## src/rtl/hyst_trig_pkg.sv

```systemverilog
`timescale 1ns/1ps
package hyst_trig_pkg;
  // Strobes issued by the control unit to the datapath each cycle
  typedef struct packed {
    logic clear;    // drop run state (previous sample, index, outputs)
    logic loadCfg;  // capture configuration inputs into shadow registers
    logic step;     // accept the current sample
    logic fire;     // current sample produces a trigger
  } trig_strb_t;
endpackage

```

## src/rtl/hyst_trig_dp.sv

```systemverilog
`timescale 1ns/1ps
module hyst_trig_dp
  import hyst_trig_pkg::*;
#(
  parameter int DATA_W = 16,
  parameter int IDX_W  = 16
) (
  input  logic                     clk,
  input  logic                     rstN,
  input  trig_strb_t               strb,
  input  logic signed [DATA_W-1:0] sampleCode,
  input  logic signed [DATA_W-1:0] trigLevel,
  input  logic signed [DATA_W-1:0] rearmLevel,
  input  logic                     fallingEdge,
  output logic                     crossHit,
  output logic                     rearmHit,
  output logic                     trigPulse,
  output logic [IDX_W-1:0]         trigIndex
);
  logic signed [DATA_W-1:0] cfgLevel, cfgRearm, prevCode;
  logic                     cfgFall, havePrev;
  logic [IDX_W-1:0]         sampleIdx;

  // Shadow configuration, written only while disabled
  always_ff @(posedge clk or negedge rstN) begin
    if (!rstN) begin
      cfgLevel <= '0;
      cfgRearm <= '0;
      cfgFall  <= 1'b0;
    end else if (strb.loadCfg) begin
      cfgLevel <= trigLevel;
      cfgRearm <= rearmLevel;
      cfgFall  <= fallingEdge;
    end
  end

  // Previous accepted sample and running sample index
  always_ff @(posedge clk or negedge rstN) begin
    if (!rstN) begin
      prevCode  <= '0;
      havePrev  <= 1'b0;
      sampleIdx <= '0;
    end else if (strb.clear) begin
      havePrev  <= 1'b0;
      sampleIdx <= '0;
    end else if (strb.step) begin
      prevCode  <= sampleCode;
      havePrev  <= 1'b1;
      sampleIdx <= sampleIdx + 1'b1;
    end
  end

  // Comparators
  logic prevBelow, prevAbove, curAtOrAbove, curAtOrBelow;
  logic curLeRearm, curGeRearm;
  always_comb begin
    prevBelow    = prevCode < cfgLevel;
    prevAbove    = prevCode > cfgLevel;
    curAtOrAbove = sampleCode >= cfgLevel;
    curAtOrBelow = sampleCode <= cfgLevel;
    curLeRearm   = sampleCode <= cfgRearm;
    curGeRearm   = sampleCode >= cfgRearm;
    if (cfgFall) begin
      crossHit = havePrev && prevAbove && curAtOrBelow;
      rearmHit = curGeRearm;
    end else begin
      crossHit = havePrev && prevBelow && curAtOrAbove;
      rearmHit = curLeRearm;
    end
  end

  // Output registers
  always_ff @(posedge clk or negedge rstN) begin
    if (!rstN) begin
      trigPulse <= 1'b0;
      trigIndex <= '0;
    end else if (strb.clear) begin
      trigPulse <= 1'b0;
      trigIndex <= '0;
    end else begin
      trigPulse <= strb.fire;
      if (strb.fire) trigIndex <= sampleIdx;
    end
  end
endmodule

```

## src/rtl/hyst_trig_ctrl.sv

```systemverilog
`timescale 1ns/1ps
module hyst_trig_ctrl
  import hyst_trig_pkg::*;
(
  input  logic       clk,
  input  logic       rstN,
  input  logic       enable,
  input  logic       sampleValid,
  input  logic       crossHit,
  input  logic       rearmHit,
  output trig_strb_t strb
);
  logic enD, armed;

  always_comb begin
    strb.clear   = !enable;
    strb.loadCfg = !enable;
    strb.step    = enable && sampleValid;
    strb.fire    = enable && sampleValid && armed && crossHit;
  end

  always_ff @(posedge clk or negedge rstN) begin
    if (!rstN) begin
      enD   <= 1'b0;
      armed <= 1'b0;
    end else begin
      enD <= enable;
      if (!enable)                              armed <= 1'b0;
      else if (!enD)                            armed <= 1'b1;
      else if (strb.fire)                       armed <= 1'b0;
      else if (strb.step && !armed && rearmHit) armed <= 1'b1;
    end
  end
endmodule

```

## src/rtl/hyst_level_trigger.sv

```systemverilog
`timescale 1ns/1ps
module hyst_level_trigger
  import hyst_trig_pkg::*;
#(
  parameter int DATA_W = 16,
  parameter int IDX_W  = 16
) (
  input  logic              clk,
  input  logic              rstN,
  input  logic              enable,
  input  logic              sampleValid,
  input  logic [DATA_W-1:0] sampleCode,
  input  logic [DATA_W-1:0] trigLevel,
  input  logic [DATA_W-1:0] rearmLevel,
  input  logic              fallingEdge,
  output logic              trigPulse,
  output logic [IDX_W-1:0]  trigIndex
);
  trig_strb_t strb;
  logic       crossHit, rearmHit;

  hyst_trig_ctrl u_ctrl (
    .clk         (clk),
    .rstN        (rstN),
    .enable      (enable),
    .sampleValid (sampleValid),
    .crossHit    (crossHit),
    .rearmHit    (rearmHit),
    .strb        (strb)
  );

  hyst_trig_dp #(.DATA_W(DATA_W), .IDX_W(IDX_W)) u_dp (
    .clk         (clk),
    .rstN        (rstN),
    .strb        (strb),
    .sampleCode  ($signed(sampleCode)),
    .trigLevel   ($signed(trigLevel)),
    .rearmLevel  ($signed(rearmLevel)),
    .fallingEdge (fallingEdge),
    .crossHit    (crossHit),
    .rearmHit    (rearmHit),
    .trigPulse   (trigPulse),
    .trigIndex   (trigIndex)
  );
endmodule

```

## config.mk

```make
export PLATFORM = sky130hd
export DESIGN_NAME = hyst_level_trigger
export DESIGN_NICKNAME = d
export VERILOG_FILES = /design/src/rtl/hyst_trig_pkg.sv /design/src/rtl/hyst_trig_dp.sv /design/src/rtl/hyst_trig_ctrl.sv /design/src/rtl/hyst_level_trigger.sv
export SDC_FILE = /design/constraint.sdc
export NUM_CORES = 1
export LEC_CHECK = 0
export BUFFER_PORTS_ARGS = -buffer_cell sky130_fd_sc_hd__buf_4
export CAP_MARGIN = 10
export CORE_UTILIZATION = 60
export CTS_CLUSTER_SIZE = 20
export DETAILED_ROUTE_END_ITERATION = 7
export GPL_ROUTABILITY_DRIVEN = 0
export PLACE_DENSITY = 0.87
export SYNTH_ARGS = -nofsm -noshare
export SYNTH_HDL_FRONTEND = slang
export SYNTH_HIERARCHICAL = 1
export SYNTH_SLANG_ARGS = --single-unit
```

## constraint.sdc

```tcl
create_clock -name clk -period 5.4 [get_ports clk]
set_input_delay 0.54 -clock clk [delete_from_list [all_inputs] [get_ports clk]]
set_output_delay 0.54 -clock clk [all_outputs]
set_load 0.005 [all_outputs]
```

[After elaboration in Yosys (flattened, before gate mapping)]
Index checks and enable logic that the tools add are counted.
Word-level totals
  output and inout bits: 17
  logic and storage cells: 44
  bits in registers: 85
Cells by class
  reduce and logical (&&, ||, !) cells: 11
  mux-type cells: 13
  equal/unequal tests: 3
  order comparisons: 6
  add/subtract/negate cells: 1
Operators by type and width (count)
  $mux W16: 4
  $ge A16 B16 Y1: 2
  $le A16 B16 Y1: 2
  $add A16 B1 Y16 const B: 1
  $gt A16 B16 Y1: 1
  $lt A16 B16 Y1: 1
  $logic_and A1 B1 Y1: 9
  $mux W1: 9
  $ne A2 B1 Y1 const B: 2
  $ne A4 B3 Y1 const B: 1
  $reduce_and A2 Y1: 1
  $logic_not A1 Y1: 1

[Depth between registers and ports, before layout]
  word-level depth: 8
  mapped depth: 13

[Modules after synthesis]
The synthesis kept the hierarchy.
By module, submodules not included
  hyst_trig_dp: cells an instance 432, instances 1, area an instance 4423.0 um^2
  hyst_trig_ctrl: cells an instance 9, instances 1, area an instance 101.3 um^2

[Least setup slack after synthesis]
No wires, ideal clock.
  path kind: flip-flop to flip-flop
  from: register u_dp.cfgLevel[8]
  to: register u_dp.trigIndex[10]
  stages on the path, launching flop included: 14
  slack: 2.223 ns
  library setup time: 0.132 ns
  data arrival time: 3.045 ns
  clock period less this slack: 3.177 ns
  cells stage by stage: dfrtp_1 > inv_1 > ha_1 > a21oi_2 > nand2_1 > a211o_1 > a2111oi_2 > mux2i_1 > mux2i_1 > and3_1 > clkbuf_1 > buf_2 > mux2i_1 > nor2_1
RTL lines
  start, declared: RTL line hyst_trig_dp.sv:20  | logic signed [DATA_W-1:0] cfgLevel, cfgRearm, prevCode;
  start signal, assigned: RTL line hyst_trig_dp.sv:31  | cfgLevel <= trigLevel;
  end signal, assigned: RTL line hyst_trig_dp.sv:82  | if (strb.fire) trigIndex <= sampleIdx;
  end, declared: RTL line hyst_trig_dp.sv:18  | output logic [IDX_W-1:0] trigIndex

==> results.cfg <==
[setup_path]
r2r-start = u_dp/cfgLevel[8]$_DFFE_PN0P_
reg2reg_to = u_dp/trigIndex[12]$_DFFE_PN0P_
worstRegToRegCells = 11
worstPathCellList = inv_1 -> ha_1 -> a21oi_2 -> nand2_1 -> a211o_1 -> a2111oi_2 -> mux2i_1 -> mux2i_1 -> and3_1 -> mux2i_1 -> nor2_1
cp-end-kind = register
arrival_ns = 3.82
crit_type = reg -> reg
cp.required_ns = 5.62
max_stage_delay_ns = 0.86
cp-start-kind = register
rrSetupSlack_ns = 1.80
critPathMostFrequentCell = mux2i_1
cp_max_fo = 17
cpMaxStageDelayCell = and3_1

[sta]
finClkSkew_ns = 0.00997
fmax_mhz = 278
min_period_ns = 3.60
tns_ns = 0
final_max_slew_viol_count = 0
post-route-period-util_pct = 66.7
relSlewSlack_pct = 29.4
rsz0062_at_grt = no
setup_viol = 0
timing.final.ws_setup_ns = 1.80
max_slew.worst_pin.slew_ns = 1.06
hold_viol = 0

[cts]
cts_setup_buffers = 0
cts_buffer_depth = 2
root_buffer = clkbuf_8
ctsHtreeMaxLevel = 3
clkTransAtPathRegs_ns = 0.09
cts_hold_buf = 0
cts_tree = yes
post_cts_resized = 0
cts_sinks = 85
cts_buffers = 9
worstSkewPairLatency_ns = 0.36

[floorplan]
rows = 31
die_h_um = 88.8
initial_core_util_pct = 62.4
die-area_um2 = 7890
core_area_um2 = 7250
die_x_um = 88.8
io_pins = 70

[worst_hold_path]
hp-class = in -> reg
min_path_cells = 1
worstHoldStart = enable
min_to = u_ctrl/enD$_DFF_PN0_

[global_routing]
antenna_found_initial = 0
overflow = 0
grt_util_all_layers_pct = 27.6
first_global_vias = 3545
grt_max_degree = 99
grt_pass1_wl_um = 16300

[route]
drc_errors = 0
drt_iter0_drc = 196
ant_nets = 0
via_per_inst = 5.59
wl_per_cell_um = 16.2
wl_um = 9880
vias = 3409
dr.pass1.iters = 4

[cells_and_area]
final_nets = 608
synthToLayoutAreaGrowth_pct = 18.1
final_util_pct = 73.6
drive_gt1_share_pct = 21.7
stdcell_area_um2 = 5340
final_common_cell = dfrtp_1
layout_common_cells = 85 x dfrtp_1, 71 x buf_4, 49 x ha_1
diodes = 0

[logic_synthesis]
ys_types = 38
synth_area_um2 = 4520
avgSynthCellArea_um2 = 10.3
yosys_warnings = 6
yosys_register_bits = 85
netlist_instances = 441
ys_seq_area_share_pct = 47.0
synth.net_count = 543

[placed_design]
io_buffers = 69
dpl-instance-area_um2 = 5110
hpwl_um = 7070
dp_slack_ns = 1.65

[pwr]
swShare_pct = 27.4
seqPwrFrac_pct = 46.9
clockPowerShare_pct = 34.1
power.internal_w = 0.00109
ir_worst_vdd_uv = 161
pwr-share-comb_pct = 19.0
power_switching_w = 0.000414
powerDensity_nw_per_um2 = 282
p_leak_nw = 2.64

[run_status]
status = finished clean

[run]
max-cap-violations = 0
[metrics by stage]
stage	hold slack, ns	power, W	cells
5_1_grt	0.314	0.00158	610
2_1_floorplan	0.244	0.000895	441
6_report	0.322	0.00151	610
3_5_place_dp	0.463	0.000999	594
4_1_cts	0.308	0.00151	610
3_3_place_gp	0.450	0.000983	594
[registers in the layout, indices dropped and copies added, names as in the netlist]
signal	count
u_dp/cfgRearm	16
u_dp/prevCode	16
u_dp/trigIndex	16
u_dp/havePrev	1
u_dp/cfgLevel	16
u_dp/sampleIdx	16
u_dp/cfgFall	1
u_ctrl/armed	1
u_ctrl/enD	1
u_dp/trigPulse	1
[synth_stat cells, drive strengths merged]
master | n | area, um2
nand4 | 11 | 68.8
nand3 | 6 | 30.0
a221o | 1 | 10.0
o21a | 2 | 15.0
dfrtp | 85 | 2130
and4 | 6 | 52.6
nor4 | 2 | 12.5
o21ai | 38 | 190
a21boi | 1 | 7.51
and2 | 3 | 20.0
or3 | 3 | 18.8
nor2 | 34 | 128
o211ai | 3 | 22.5
nor2b | 5 | 31.3
mux2i | 19 | 190
xor2 | 12 | 105
ha | 49 | 613
clkbuf | 13 | 48.8
buf | 4 | 22.5
xnor2 | 1 | 8.76
and3 | 4 | 25.0
a211o | 1 | 8.76
a21oi | 18 | 93.8
nand2 | 46 | 173
a211oi | 3 | 27.5
mux2 | 19 | 214
o22ai | 1 | 6.26
a21o | 9 | 67.6
inv | 36 | 135
nand2b | 3 | 18.8
o41ai | 1 | 8.76
a2111oi | 2 | 23.8
[logic make-up (layout without fill, tap and decap cells)]
logic type / count (synthesis) / count (layout) / synth area share, %
adders and majority gates: 49 / 49 / 13.6
AOI/OAI and AO/OA: 80 / 80 / 10.6
xor gates and xnor gates: 13 / 13 / 2.52
DFF: 85 / 85 / 47.0
and+or+nand+nor: 123 / 123 / 12.8
buffers and inverters: 53 / 123 / 4.56
muxes: 38 / 38 / 8.93
[power by group through the flow]
stage               combinational (W)  sequential, W  clock (W)
detailed placement           0.000280       0.000719          0
global placement             0.000268       0.000715          0
floorplan                    0.000184       0.000711          0
global route                 0.000321       0.000712   0.000545
CTS                          0.000285       0.000706   0.000522
finish                       0.000286       0.000707   0.000515
[how the worst max path moves through the flow]
stage               slack, ns                           from  cells after the start                        endpoint
floorplan                2.22   u_dp/cfgLevel[8]$_DFFE_PN0P_                     13  u_dp/trigIndex[10]$_DFFE_PN0P_
global placement         1.92                 sampleCode[15]                     10  u_dp/trigIndex[10]$_DFFE_PN0P_
detailed placement       1.65                 sampleCode[15]                     10  u_dp/trigIndex[12]$_DFFE_PN0P_
CTS                      1.79   u_dp/cfgLevel[8]$_DFFE_PN0P_                     11  u_dp/trigIndex[12]$_DFFE_PN0P_
global route             1.58  u_dp/cfgLevel[15]$_DFFE_PN0P_                     11  u_dp/trigIndex[11]$_DFFE_PN0P_
finish                   1.80   u_dp/cfgLevel[8]$_DFFE_PN0P_                     11  u_dp/trigIndex[12]$_DFFE_PN0P_
[layout make-up]
class | instances | area, um2
clock buffer | 10 | 138
clock inverter | 6 | 93.8
fill | 511 | 1910
inverter | 36 | 135
multi-input combinational | 303 | 2190
sequential | 85 | 2130
tap | 99 | 124
timing repair buffer | 71 | 533
[critical path, delay by kind of cell, from the launching register on]
kind | cells | cell delay, ns
muxes | 3 | 0.83
buffers and inverters | 1 | 0.07
and+or+nand+nor | 3 | 0.99
AOI/OAI and AO/OA | 3 | 0.87
adders and majority gates | 1 | 0.35
DFF | 1 | 0.34
[routing by layer]
layer  GRT usage (%)  part of all wire (%)  wire length (um)
met2            48.2                    51              5080
met4            10.4                   1.4               141
met5               0                     0                 0
met3            4.20                   3.5               347
met1            34.6                    44              4310
Note: power is estimated with default switching activity, not from simulation.
